<file path="src/rtl/smsng_pkg.sv">
package smsng_pkg;

  // Feedback tap mask (bit k set means state bit k feeds back) for a
  // maximal-length shift register of the given width.
  function automatic logic [15:0] tap_mask(input int width);
    logic [15:0] m;
    m = '0;
    case (width)
      2:  m = 16'h0003;
      3:  m = 16'h0006;
      4:  m = 16'h000C;
      5:  m = 16'h0014;
      6:  m = 16'h0030;
      7:  m = 16'h0060;
      8:  m = 16'h00B8;
      9:  m = 16'h0110;
      10: m = 16'h0240;
      11: m = 16'h0500;
      12: m = 16'h0829;
      13: m = 16'h100D;
      14: m = 16'h2015;
      15: m = 16'h6000;
      default: m = 16'hD008;
    endcase
    return m;
  endfunction

endpackage

</file>
<file path="src/rtl/smsng_rng.sv">
module smsng_rng #(
  parameter int W    = 7,
  parameter int SEED = 1
) (
  input  logic         clk,
  input  logic         rst,
  input  logic         restart,
  input  logic         step,
  output logic [W-1:0] state
);
  import smsng_pkg::*;

  localparam logic [15:0]  TAPS     = tap_mask(W);
  localparam logic [W-1:0] SEED_VAL = W'(SEED);
  localparam logic [W-1:0] TOP_CODE = {1'b1, {(W-1){1'b0}}};

  logic lin_fb;
  logic low_zero;
  logic fb;

  always_comb begin
    lin_fb   = ^(state & TAPS[W-1:0]);
    low_zero = (state[W-2:0] == '0);
    // Flipping the feedback when the surviving bits are zero
    // splices the all-zero code into the maximal cycle.
    fb       = lin_fb ^ low_zero;
  end

  always_ff @(posedge clk) begin
    if (rst || restart) begin
      state <= SEED_VAL;
    end else if (step) begin
      state <= {state[W-2:0], fb};
    end
  end

  a_r9_zero_after_top: assert property (@(posedge clk) disable iff (rst)
    (step && !restart && state == TOP_CODE) |=> state == '0);

  a_r9_one_after_zero: assert property (@(posedge clk) disable iff (rst)
    (step && !restart && state == '0) |=> state == W'(1));

  a_r8_seed_reload: assert property (@(posedge clk) disable iff (rst)
    restart |=> state == SEED_VAL);

endmodule

</file>
<file path="src/rtl/smsng_cmp.sv">
module smsng_cmp #(
  parameter int W = 7
) (
  input  logic [W-1:0] low_bits,
  input  logic [W-1:0] rnd,
  input  logic         neg,
  output logic         bit_out
);
  logic above;

  always_comb begin
    above   = (low_bits > rnd);
    bit_out = above ^ neg;
  end

endmodule

</file>
<file path="src/rtl/smsng_top.sv">
module smsng_top #(
  parameter int N    = 8,
  parameter int SEED = 1
) (
  input  logic         clk,
  input  logic         rst,
  input  logic         restart,
  input  logic         en,
  input  logic [N-1:0] din,
  output logic         valid_o,
  output logic         first_o,
  output logic         sign_o,
  output logic         bit_o
);
  localparam int M = N - 1;

  logic [M-1:0] phase;
  logic [N-1:0] held;
  logic [N-1:0] cur;
  logic [M-1:0] rnd;
  logic         boundary;
  logic         step;
  logic         cmp_bit;

  always_comb begin
    boundary = (phase == '0);
    cur      = boundary ? din : held;
    step     = en && !restart;
  end

  smsng_rng #(.W(M), .SEED(SEED)) u_rng (
    .clk     (clk),
    .rst     (rst),
    .restart (restart),
    .step    (step),
    .state   (rnd)
  );

  smsng_cmp #(.W(M)) u_cmp (
    .low_bits (cur[M-1:0]),
    .rnd      (rnd),
    .neg      (cur[N-1]),
    .bit_out  (cmp_bit)
  );

  always_ff @(posedge clk) begin
    if (rst || restart) begin
      phase   <= '0;
      held    <= '0;
      valid_o <= 1'b0;
      first_o <= 1'b0;
      sign_o  <= 1'b0;
      bit_o   <= 1'b0;
    end else if (en) begin
      phase   <= phase + 1'b1;
      if (boundary) held <= din;
      valid_o <= 1'b1;
      first_o <= boundary;
      sign_o  <= cur[N-1];
      bit_o   <= cmp_bit;
    end else begin
      valid_o <= 1'b0;
    end
  end

  // Sign seen on the previous valid bit, for the steadiness check.
  logic sign_ref;
  always_ff @(posedge clk) begin
    if (rst) sign_ref <= 1'b0;
    else if (valid_o) sign_ref <= sign_o;
  end

  a_r2_sign_steady: assert property (@(posedge clk) disable iff (rst)
    (valid_o && !first_o) |-> sign_o == sign_ref);

  a_r8_restart_quiet: assert property (@(posedge clk) disable iff (rst)
    restart |=> !valid_o);

  a_r7_idle_no_bit: assert property (@(posedge clk) disable iff (rst)
    !en |=> !valid_o);

endmodule

</file>
<file path="config.mk">
export PLATFORM = sky130hd
export DESIGN_NAME = smsng_top
export DESIGN_NICKNAME = d
export VERILOG_FILES = /design/src/rtl/smsng_pkg.sv /design/src/rtl/smsng_rng.sv /design/src/rtl/smsng_cmp.sv /design/src/rtl/smsng_top.sv
export SDC_FILE = /design/constraint.sdc
export NUM_CORES = 1
export LEC_CHECK = 0
export ABC_AREA = 1
export BUFFER_PORTS_ARGS = -buffer_cell sky130_fd_sc_hd__buf_2
export CAP_MARGIN = 25
export CORE_MARGIN = 2
export CORE_UTILIZATION = 45
export DETAILED_ROUTE_END_ITERATION = 8
export SYNTH_ARGS = -nofsm -noshare
export SYNTH_HDL_FRONTEND = slang
export SYNTH_SLANG_ARGS = --single-unit
</file>
<file path="constraint.sdc">
create_clock -name clk -period 4.6 [get_ports clk]
set_input_delay 0.92 -clock clk [delete_from_list [all_inputs] [get_ports clk]]
set_output_delay 0.92 -clock clk [all_outputs]
set_load 0.05 [all_outputs]
</file>
==> impl_results.md, run 1 <==
* Routability cong. at 0.843
* Synth Area in Compound Gates at 0.199
* Flop and latch count out of synthesis at 25
* Post-cts sizing count at 0
* # hold bufs at CTS at 0
* Crit. End Element: flop
* Final HPWL from detailed placement at between 1.5 and 2 mm
* Tmin final at between 2000 and 2500 ps
* Slew @ Worst Pin at just over 400 ps
* Cells along the critical path: inv_1 > ha_1 > inv_1 > nor2_4 > nand3_4 > nor2_1 > a21oi_2 > ha_1 > nand2_1 > nor3_1 > inv_1 > nand2_1 > nand2_1 > nand3_1 > nand2_1 > inv_1
* Detailed Route WL at 2.54 mm
* Worst setup margin at 2350 ps
* Setup_tns at 0 ps
* Non-filler cells, final at 238
* Largest family of logic cells by synthesized area: simple AND/OR/NAND/NOR gates
* Max-Cap Viols at 0
* IO Count at 16
* Lkg Pwr at around 0.71 nW
* Synth Flop Type: dfxtp_1
* Clock Skew at 9.66 ps
* Die X at approximately 59 µm
* Mapped Cells at 192
* Cells taking the most area after synthesis: dfxtp_1 (37%), inv_1 (9.4%), ha_1 (8.3%)
* Synth top area share at 0.368
* Cell taking the most area after synthesis: dfxtp_1
* Inst Count DP at ~230
* Required time worst endpoint at 4880 ps
* Crit path kind: reg2reg
* Longest Clk Path Bufs at 2
* Post-Syn Area at roughly 1400 µm²
* DRC Markers at 1
* Worst-Skew Late Latency at about 320 ps
* Yosys warns at 0
* Ant diodes at 0
* Final worst-path cycle share at 0.488
* Post-synthesis sequential area ratio at 0.368
* Reported net switching power at 0.127 mW
* ANT nets after route at 0
* Synth async-reset ratio at 0
* Pin count of the biggest net entering global routing at 24
* Placement Setup Slack at 2370 ps
* Drt pass-1 iters at 6
* Total core area at 2810 µm²
* Multiplexer share of the synthesized area at 0
* Total grt overflow at 0
* Gr usage total at 0.169
* EDFF count, synth at 0
* Critical path launch point type: flop
* Slew HR at 0.725
* Max-slew violation count at 0
* Area growth from synthesis to layout at 8.93%
* Unrepaired setup endpoints after global routing: false
* Syn Area/Cell at 7.08 µm²
* Crit path max fanout at 17
* Synth top cells by count: inv_1 (34), nand2_1 (30), dfxtp_1 (25)
* Unique masters post-synth at 22
* Final Cell Area at 1480 µm²
* Violated checks: design-rule violations
* Row count at 19
* HP Class: reg2reg
* Most common cell in the netlist: inv_1
* Fmax at 0.445 GHz
* Layout net count at 229
* Post-synth net total at 213
* Routed wire per std cell at 10.7 µm
* Internal power at between 0.2 and 0.3 mW
* XOR/XNOR Fraction of Synth Area at 0
* Die Height at 59.0 µm
* Cts bufs inserted at 3
* Max IR drop VDD at 0.134 mV
* Antenna violations before repair at 0
* Clock transition at the registers of the reported paths at 140 ps
* Cell Area, Placed at approximately 1500 µm²
* Clock power frac at 0.240
* R2R Setup Slk at 2350 ps
* Global-route wire length before repair at between 4 and 5 mm
* DRT iter0 DRCs at 41
* Simple-gate portion of the synthesized area at 0.222
* Post-CTS setup buffers at 0
* CTS tree: done
* Final hold violations at 0
* Comb power frac at 0.210
* Pwr per Cell Area at 281 nW/µm²
* Sequential Power Share at 0.550
* Adder-cell share of the synthesized area at 0.0829
* Drt via density at a little under 5
* Clk root buf: clkbuf_4
* Worst path slowest cell: dfxtp_1
* Sw Ratio at 0.304
* CP Data Arrival Time at 2530 ps
* Number of port buffers at 15
* CTS sink count at 25
* Routed via count at 1176
* Die Area at 3480 µm²
* Final Setup Violations at 0
* CP max stage delay at 360 ps
* Ratio of cells with drive above 1 in the final layout at 0.169
* Starting Density at 0.484
* Number of global-route vias before repair at 1043
* Status: finished with violations
* H-tree depth at 1
metal layers:
| metal | GRT usage | part of all wire | vias up |
|---|---|---|---|
| li1 | - | - | 644 |
| met1 | 0.233 | 0.51 | 508 |
| met4 | 0.0682 | 0.014 | 0 |
| met5 | 0 | 0 | - |
| met3 | 0.0308 | 0.042 | 4 |
| met2 | 0.262 | 0.43 | 20 |
logic make-up (layout without fill, tap and decap cells):
group	Yosys count	count (layout)
fa+ha+maj	9	9
compound gates	49	49
flops	25	25
buf+inv	44	59
simple gates	65	65
cells in the final DEF, fill, tap and decap left out, types with 3 or more instances in the layout:
master,n
inv_1,34
nand2_1,30
dfxtp_1,25
a21oi_1,22
nor2_1,20
buf_2,15
o21ai_1,11
o21ai_0,9
ha_1,9
a21oi_2,6
inv_2,4
nor2_4,3
nand4_1,3
nand3_1,3
nor3_1,3
clkbuf_4,3
final cells by class:
class	count	area, µm²
flip-flops and latches	25	500
clock buffers	3	22.5
clock inverters	1	5.00
inverters	39	146
well taps	31	38.8
multi-input cells	123	684
repair buffers	16	82.6
fillers	287	1330
stage by stage:
stage	hold slack (ps)	utilization	power (mW)
5_1_grt	532	0.528	0.442
2_1_floorplan	446	-	0.303
3_5_place_dp	482	0.518	0.322
3_3_place_gp	477	0.518	0.319
4_1_cts	505	0.528	0.422
6_report	499	0.528	0.416
critical path, delay by kind of cell (launching register included):
kind                     cells  cell delay, ps
AND/OR/NAND/NOR              9            1090
adder cells (fa/ha/maj)      2             450
flip-flops                   1             360
buffers and inverters        4             240
AO/OA/AOI/OAI                1              60
power groups by stage:
stage | Sequential (mW) | Combinational (mW) | Clock, mW
2_1_floorplan | 0.239 | 0.0637 | 0
3_3_place_gp | 0.234 | 0.0853 | 0
3_5_place_dp | 0.234 | 0.0879 | 0
4_1_cts | 0.229 | 0.0882 | 0.105
5_1_grt | 0.230 | 0.101 | 0.111
6_report | 0.229 | 0.0872 | 0.0999
flip-flops by register name, indices dropped and copies added (netlist names):
register	flops
held	7
phase	7
u_rng.state	7
bit_o	1
first_o	1
sign_o	1
valid_o	1
final timing paths:
check | end | cells after the start | from
setup / recovery | bit_o | 16 | phase[0]
hold / removal | u_rng.state[2] | 2 | u_rng.state[1]
setup reg to reg | bit_o | 16 | phase[0]
hold reg to reg | u_rng.state[2] | 2 | u_rng.state[1]
(Power assumes the default switching activity.)
==> run 2: changes to the inputs <==
--- a/config.mk
+++ b/config.mk
@@ -11,6 +11,7 @@
 export CORE_MARGIN = 2
 export CORE_UTILIZATION = 45
 export DETAILED_ROUTE_END_ITERATION = 8
+export PLACE_DENSITY = 0.67
 export SYNTH_ARGS = -nofsm -noshare
 export SYNTH_HDL_FRONTEND = slang
 export SYNTH_SLANG_ARGS = --single-unit
==> constraint.sdc (replaced) <==
create_clock -name clk -period 1.8 [get_ports clk]
set_input_delay 0.36 -clock clk [delete_from_list [all_inputs] [get_ports clk]]
set_output_delay 0.36 -clock clk [all_outputs]
set_load 0.05 [all_outputs]
==> impl_results.md, run 2 (same netlist as run 1, synthesis figures left out) <==
* Routed via count at 1246 (+6.0%)
* Hold Startpoint: rst
* Cts bufs inserted at 3 (unchanged)
* Non-filler cells, final at 254 (+6.7%)
* Max-slew violation count at 0 (unchanged)
* Antenna violations before repair at 0 (unchanged)
* Ratio of cells with drive above 1 in the final layout at 0.318 (+0.149)
* Top Registers: held x7, phase x7, u_rng.state x7
* Final hold violations at 0 (unchanged)
* Final Setup Violations at 1 (+1)
* Row count at 19 (unchanged)
* Clock transition at the registers of the reported paths at 140 ps (about the same)
* Reported net switching power at 0.361 mW (+190%)
* Routed wire per std cell at 11.8 µm (+10%)
* Required time worst endpoint at 2080 ps (-2800 ps)
* Multi-input logic area at 795 µm² (+16%)
* Longest Clk Path Bufs at 2 (unchanged)
* CTS sink count at 25 (unchanged)
* CP Data Arrival Time at 2500 ps (-30 ps)
* Status: finished with violations
* Fmax at 0.449 GHz (+0.92%)
* Lkg Pwr at 0.807 nW (+14%)
* Most frequent cells in the layout: inv_1 (30), nand2_1 (27), dfxtp_1 (23)
* Reg2reg start: phase[0]
* Max-Cap Viols at 0 (unchanged)
* HP Class: in2reg
* M3 GR Usage at 0.0242 (-0.00659)
* Number of port buffers at 15 (unchanged)
* Gr usage total at 0.178 (+0.00897)
* Crit path max fanout at 8 (-9)
* Critical path launch point type: flop
* H-tree depth at 1 (unchanged)
* IO Count at 16 (unchanged)
* Detailed Route WL at 2.99 mm (+18%)
* Final Cell Area at 1700 µm² (+15%)
* Violated checks: design-rule violations, negative setup slack
* ANT nets after route at 0 (unchanged)
* Inst Count DP at 247 (+5.6%)
* Internal power at 0.793 mW (+170%)
* Met2 usage at 0.305 (+0.0429)
* Crit path kind: reg2reg
* Placement Setup Slack at -352 ps (-2730 ps)
* Pin count of the biggest net entering global routing at 24 (unchanged)
* Ant diodes at 0 (unchanged)
* Worst-Skew Late Latency at 320 ps (about the same)
* Die Area at 3480 µm² (unchanged)
* DRT iter0 DRCs at 69 (+68%)
* Crit. End Element: flop
* Clock power frac at 0.220 (-0.020)
* Area growth from synthesis to layout at 25.4%
* Final HPWL from detailed placement at 2.13 mm (+9.6%)
* CTS tree: done
* DRC Markers at 2 (+1)
* Reg area at 503 µm² (+0.50%)
* Final total power at 1.15 mW (+180%)
* Drt pass-1 iters at 6 (unchanged)
* Max IR drop VDD at 0.381 mV (+180%)
* Drt via density at 4.91 (-0.72%)
* Global-route wire length before repair at 4.73 mm (+5.2%)
* GR peak layer: met2
* Tmin final at 2230 ps (-20.5 ps)
* Fillers at 272 (-5.2%)
* Layout net count at 245 (+7.0%)
* Comb power frac at 0.272 (+0.062)
* Clk root buf: clkbuf_4
* Slew HR at 0.653 (-0.0720)
* Die X at 59.0 µm (unchanged)
* Total core area at 2810 µm² (unchanged)
* # hold bufs at CTS at 0 (unchanged)
* Total grt overflow at 0 (unchanged)
* Clock Skew at 3.21 ps (-6.46 ps)
* Final Core Density at 0.607 (+0.0798)
* Final worst-path cycle share at 1.24 (+0.748)
* Routability cong. at 0.824 (-2.2%)
* Cell Area, Placed at 1560 µm² (+7.5%)
* Sequential Power Share at 0.507 (-0.043)
* Pwr per Cell Area at 677 nW/µm² (+140%)
* Sw Ratio at 0.313 (+0.00881)
* Unrepaired setup endpoints after global routing: true
* Worst setup margin at -425 ps (-2780 ps)
* Crit path from: phase[0]
* Commonest non-fill, non-tap cell in the layout: inv_1
* M1 GR Usage at 0.227 (-0.00607)
* Slew @ Worst Pin at 519 ps (+108 ps)
* Starting Density at 0.484 (unchanged)
* Die Height at 59.0 µm (unchanged)
* Number of global-route vias before repair at 1116 (+7.0%)
-- run 2: changes by cell type in the layout (fill, tap and decap cells not counted), moves of 3 or more --
cell,delta
nor2_2,+5
ha_1,-3
ha_4,+3
inv_2,+4
inv_1,-4
buf_4,+15
nand2_1,-3
nor2_1,-6
nand2_2,+3
-- run 2: through the flow --
step | hold WS [ps] | setup TNS [ps]
finish | 376 | -425
global placement | 461 | -222
floorplan | 446 | -154
detailed placement | 473 | -352
global route | 371 | -595
CTS | 357 | -339
-- run 2: final cells by class --
type,count,area share
repair buffers,31,0.115
inverters,39,0.0859
multi-input cells,124,0.466
clock buffers,4,0.0154
well taps,31,0.0228
flip-flops and latches,25,0.295
-- run 2: layer usage --
metal  share of wire  up-vias  routed length (µm)
li1                -      674                   -
met5               0        -                   0
met4          0.0057        0                  17
met3           0.036        2                 108
met2            0.47       21                1400
met1            0.49      549                1470
-- run 2: power groups by stage --
| stage | logic (mW) | registers [mW] | clock network, mW |
|---|---|---|---|
| 5_1_grt | 0.350 | 0.589 | 0.293 |
| 3_5_place_dp | 0.261 | 0.597 | 0 |
| 2_1_floorplan | 0.170 | 0.610 | 0 |
| 4_1_cts | 0.267 | 0.585 | 0.270 |
| 6_report | 0.314 | 0.586 | 0.254 |
| 3_3_place_gp | 0.251 | 0.596 | 0 |
-- run 2: path summary, 6_finish.rpt --
path                                  endpoint  slack [ps]  cells after the start
worst min-delay path                  phase[0]         380                      4
worst min register to register  u_rng.state[4]         490                      2
worst max-delay path                     bit_o        -430                     17
worst max register to register           bit_o        -430                     17
-- run 2: timing repair --
action / CTS / global route
pin swaps: 0 / 8
resized for setup: 2 / 21
endpoints found under the setup margin: 1 / 1
endpoints found under the hold margin: 0 / 0
cloned: 1 / 0
buffers inserted: 0 / 2
-- run 2: worst max-delay path: stages, from the launching register on --
cell and delay [ps]:
dfxtp_2 350, inv_2 70, ha_4 130, inv_2 40, nor2_4 180, nand3_4 190, buf_4 190, a21oi_2 150
ha_1 290, nand3b_1 110, nand2_1 70, nand2_1 80, nand2_1 50, nand2_1 60, nand2_1 50, nand3_1 70
nand2_1 50, inv_1 60
==> run 3: changes to the inputs <==
--- a/config.mk
+++ b/config.mk
@@ -12,6 +12,7 @@
 export CORE_UTILIZATION = 45
 export DETAILED_ROUTE_END_ITERATION = 8
 export PLACE_DENSITY = 0.67
+export SKIP_CTS_REPAIR_TIMING = 1
 export SYNTH_ARGS = -nofsm -noshare
 export SYNTH_HDL_FRONTEND = slang
 export SYNTH_SLANG_ARGS = --single-unit
==> impl_results.md, run 3 (same netlist as run 1, synthesis figures left out) <==
* Fillers at 255 (-6.3%)
* Max-Cap Viols at 0 (unchanged)
* Final Core Density at 0.641 (+0.0339)
* H-tree depth at 1 (unchanged)
* Hold Startpoint: rst
* Clk root buf: clkbuf_4
* Crit path kind: reg2reg
* Longest Clk Path Bufs at 2 (unchanged)
* Starting Density at 0.484 (unchanged)
* Die X at 59.0 µm (unchanged)
* CTS tree: done
* Ratio of cells with drive above 1 in the final layout at 0.345 (+0.0267)
* Gr usage total at 0.170 (-0.00821)
* Worst-Skew Late Latency at 320 ps (about the same)
* Multi-input logic area at 867 µm² (+9.1%)
* Final worst-path cycle share at 1.22 (-0.0160)
* IO Count at 16 (unchanged)
* Commonest non-fill, non-tap cell in the layout: inv_1
* Crit. End Element: flop
* Final hold violations at 0 (unchanged)
* Drt pass-1 iters at 6 (unchanged)
* Global-route wire length before repair at 4.55 mm (-3.8%)
* Routability cong. at 0.824 (unchanged)
* Reg2reg start: phase[1]
* Die Height at 59.0 µm (unchanged)
* Die Area at 3480 µm² (unchanged)
* CTS sink count at 25 (unchanged)
* Worst path buffer plus inverter count at 5 (+1)
* Reg-to-reg endpoint: bit_o
* Slew @ Worst Pin at 506 ps (-12.6 ps)
* Fmax at 0.455 GHz (+1.3%)
* Ant diodes at 0 (unchanged)
* Crit path max fanout at 8 (unchanged)
* Pwr per Cell Area at 669 nW/µm² (-1.3%)
* Hold depth at 4 (unchanged)
* Lkg Pwr at 0.831 nW (+3.1%)
* Total core area at 2810 µm² (unchanged)
* Violated checks: design-rule violations, negative setup slack
* Clock Skew at 6.32 ps (+3.11 ps)
* Worst setup margin at -396 ps (+28.8 ps)
* Antenna violations before repair at 0 (unchanged)
* Unrepaired setup endpoints after global routing: true
* Routed via count at 1279 (+2.6%)
* Most frequent cells in the layout: inv_1 (30), nand2_1 (27), dfxtp_1 (23)
* Reg area at 503 µm² (unchanged)
* CP Data Arrival Time at 2480 ps (-20 ps)
* Detailed Route WL at 3.19 mm (+6.9%)
* Fin Hold WS at 370 ps (-5.82 ps)
* Number of port buffers at 15 (unchanged)
* Slew HR at 0.661 (+0.00843)
* ANT nets after route at 0 (unchanged)
* Max-slew violation count at 0 (unchanged)
* R2R Setup Slk at -400 ps (+30 ps)
* Cells along the critical path: inv_2 > ha_4 > inv_2 > nor2_4 > nand3_4 > nand2_2 > o21a_1 > inv_2 > ha_4 > nand3_4 > nor3_4 > inv_1 > nand2_1 > nand2_1 > nand3_1 > nand2_1 > inv_1
* Required time worst endpoint at 2080 ps (about the same)
* Final HPWL from detailed placement at 2.13 mm (unchanged)
* Placement Setup Slack at -352 ps (unchanged)
* CP top delay family: simple AND/OR/NAND/NOR gates
* Status: finished with violations
* Worst Reg-to-Reg Cells at 17 (unchanged)
* Max IR drop VDD at 0.389 mV (+2.0%)
* DRC Markers at 2 (unchanged)
* Area growth from synthesis to layout at 32.4%
* Drt via density at 4.98 (+1.5%)
* DRT iter0 DRCs at 50 (-28%)
* Tmin final at 2200 ps (-28.8 ps)
* HP Class: in2reg
* Final Setup Violations at 2 (+1)
* Total grt overflow at 0 (unchanged)
* Critical path launch point type: flop
* Pin count of the biggest net entering global routing at 24 (unchanged)
* Clock transition at the registers of the reported paths at 140 ps (about the same)
* Row count at 19 (unchanged)
* Worst path slowest cell: dfxtp_2
* Top Registers: held x7, phase x7, u_rng.state x7
* Routed wire per std cell at 12.4 µm (+5.7%)
* CP max stage delay at 350 ps (about the same)
* Worst hold endpoint: bit_o
* Layout net count at 248 (+1.2%)
* Cts bufs inserted at 3 (unchanged)
* Number of global-route vias before repair at 1097 (-1.7%)
-- run 3: final cells by class --
type | instances | share of cell area
multi-input cells | 124 | 0.482
flip-flops and latches | 25 | 0.280
repair buffers | 34 | 0.121
inverters | 39 | 0.0814
well taps | 31 | 0.0216
clock buffers | 4 | 0.0146
-- run 3: layer usage --
layer	up-vias	track usage	wire, µm
li1	679	-	-
met2	22	0.284	1540
met5	-	0	0
met1	576	0.220	1530
met3	2	0.0242	112
met4	0	0.0682	14
-- run 3: worst max-delay path by stage --
stage                  start    end  slack, ps  cells past startpoint
floorplan           phase[0]  bit_o       -150                     18
global placement    phase[0]  bit_o       -220                     17
detailed placement  phase[0]  bit_o       -350                     17
CTS                 phase[0]  bit_o       -380                     16
global route        phase[1]  bit_o       -570                     17
finish              phase[1]  bit_o       -400                     17
-- run 3: through the flow --
| step | instances | setup TNS (ps) | power [mW] | area, µm² |
|---|---|---|---|---|
| 6_report | 257 | -469 | 1.20 | 1800 |
| 5_1_grt | 257 | -746 | 1.28 | 1800 |
| 4_1_cts | 251 | -377 | 1.12 | 1590 |
| 3_5_place_dp | 247 | -352 | 0.858 | 1560 |
| 3_3_place_gp | 247 | -222 | 0.847 | 1560 |
| 2_1_floorplan | 192 | -154 | 0.781 | 1370 |
-- run 3: where the power goes --
part           internal [mW]  switching (mW)
combinational          0.155           0.202
clock                 0.0867           0.174
sequential             0.575          0.0106
-- run 3: worst register-to-register path, stage by stage, from the launching register on --
cell     delay, ps
dfxtp_2        350
inv_2           70
ha_4           130
inv_2           40
nor2_4         140
nand3_4        200
nand2_2        130
o21a_1         170
inv_2           60
ha_4           270
nand3_4         60
nor3_4         190
inv_1           60
nand2_1         60
nand2_1         60
nand3_1         60
nand2_1         50
inv_1           60
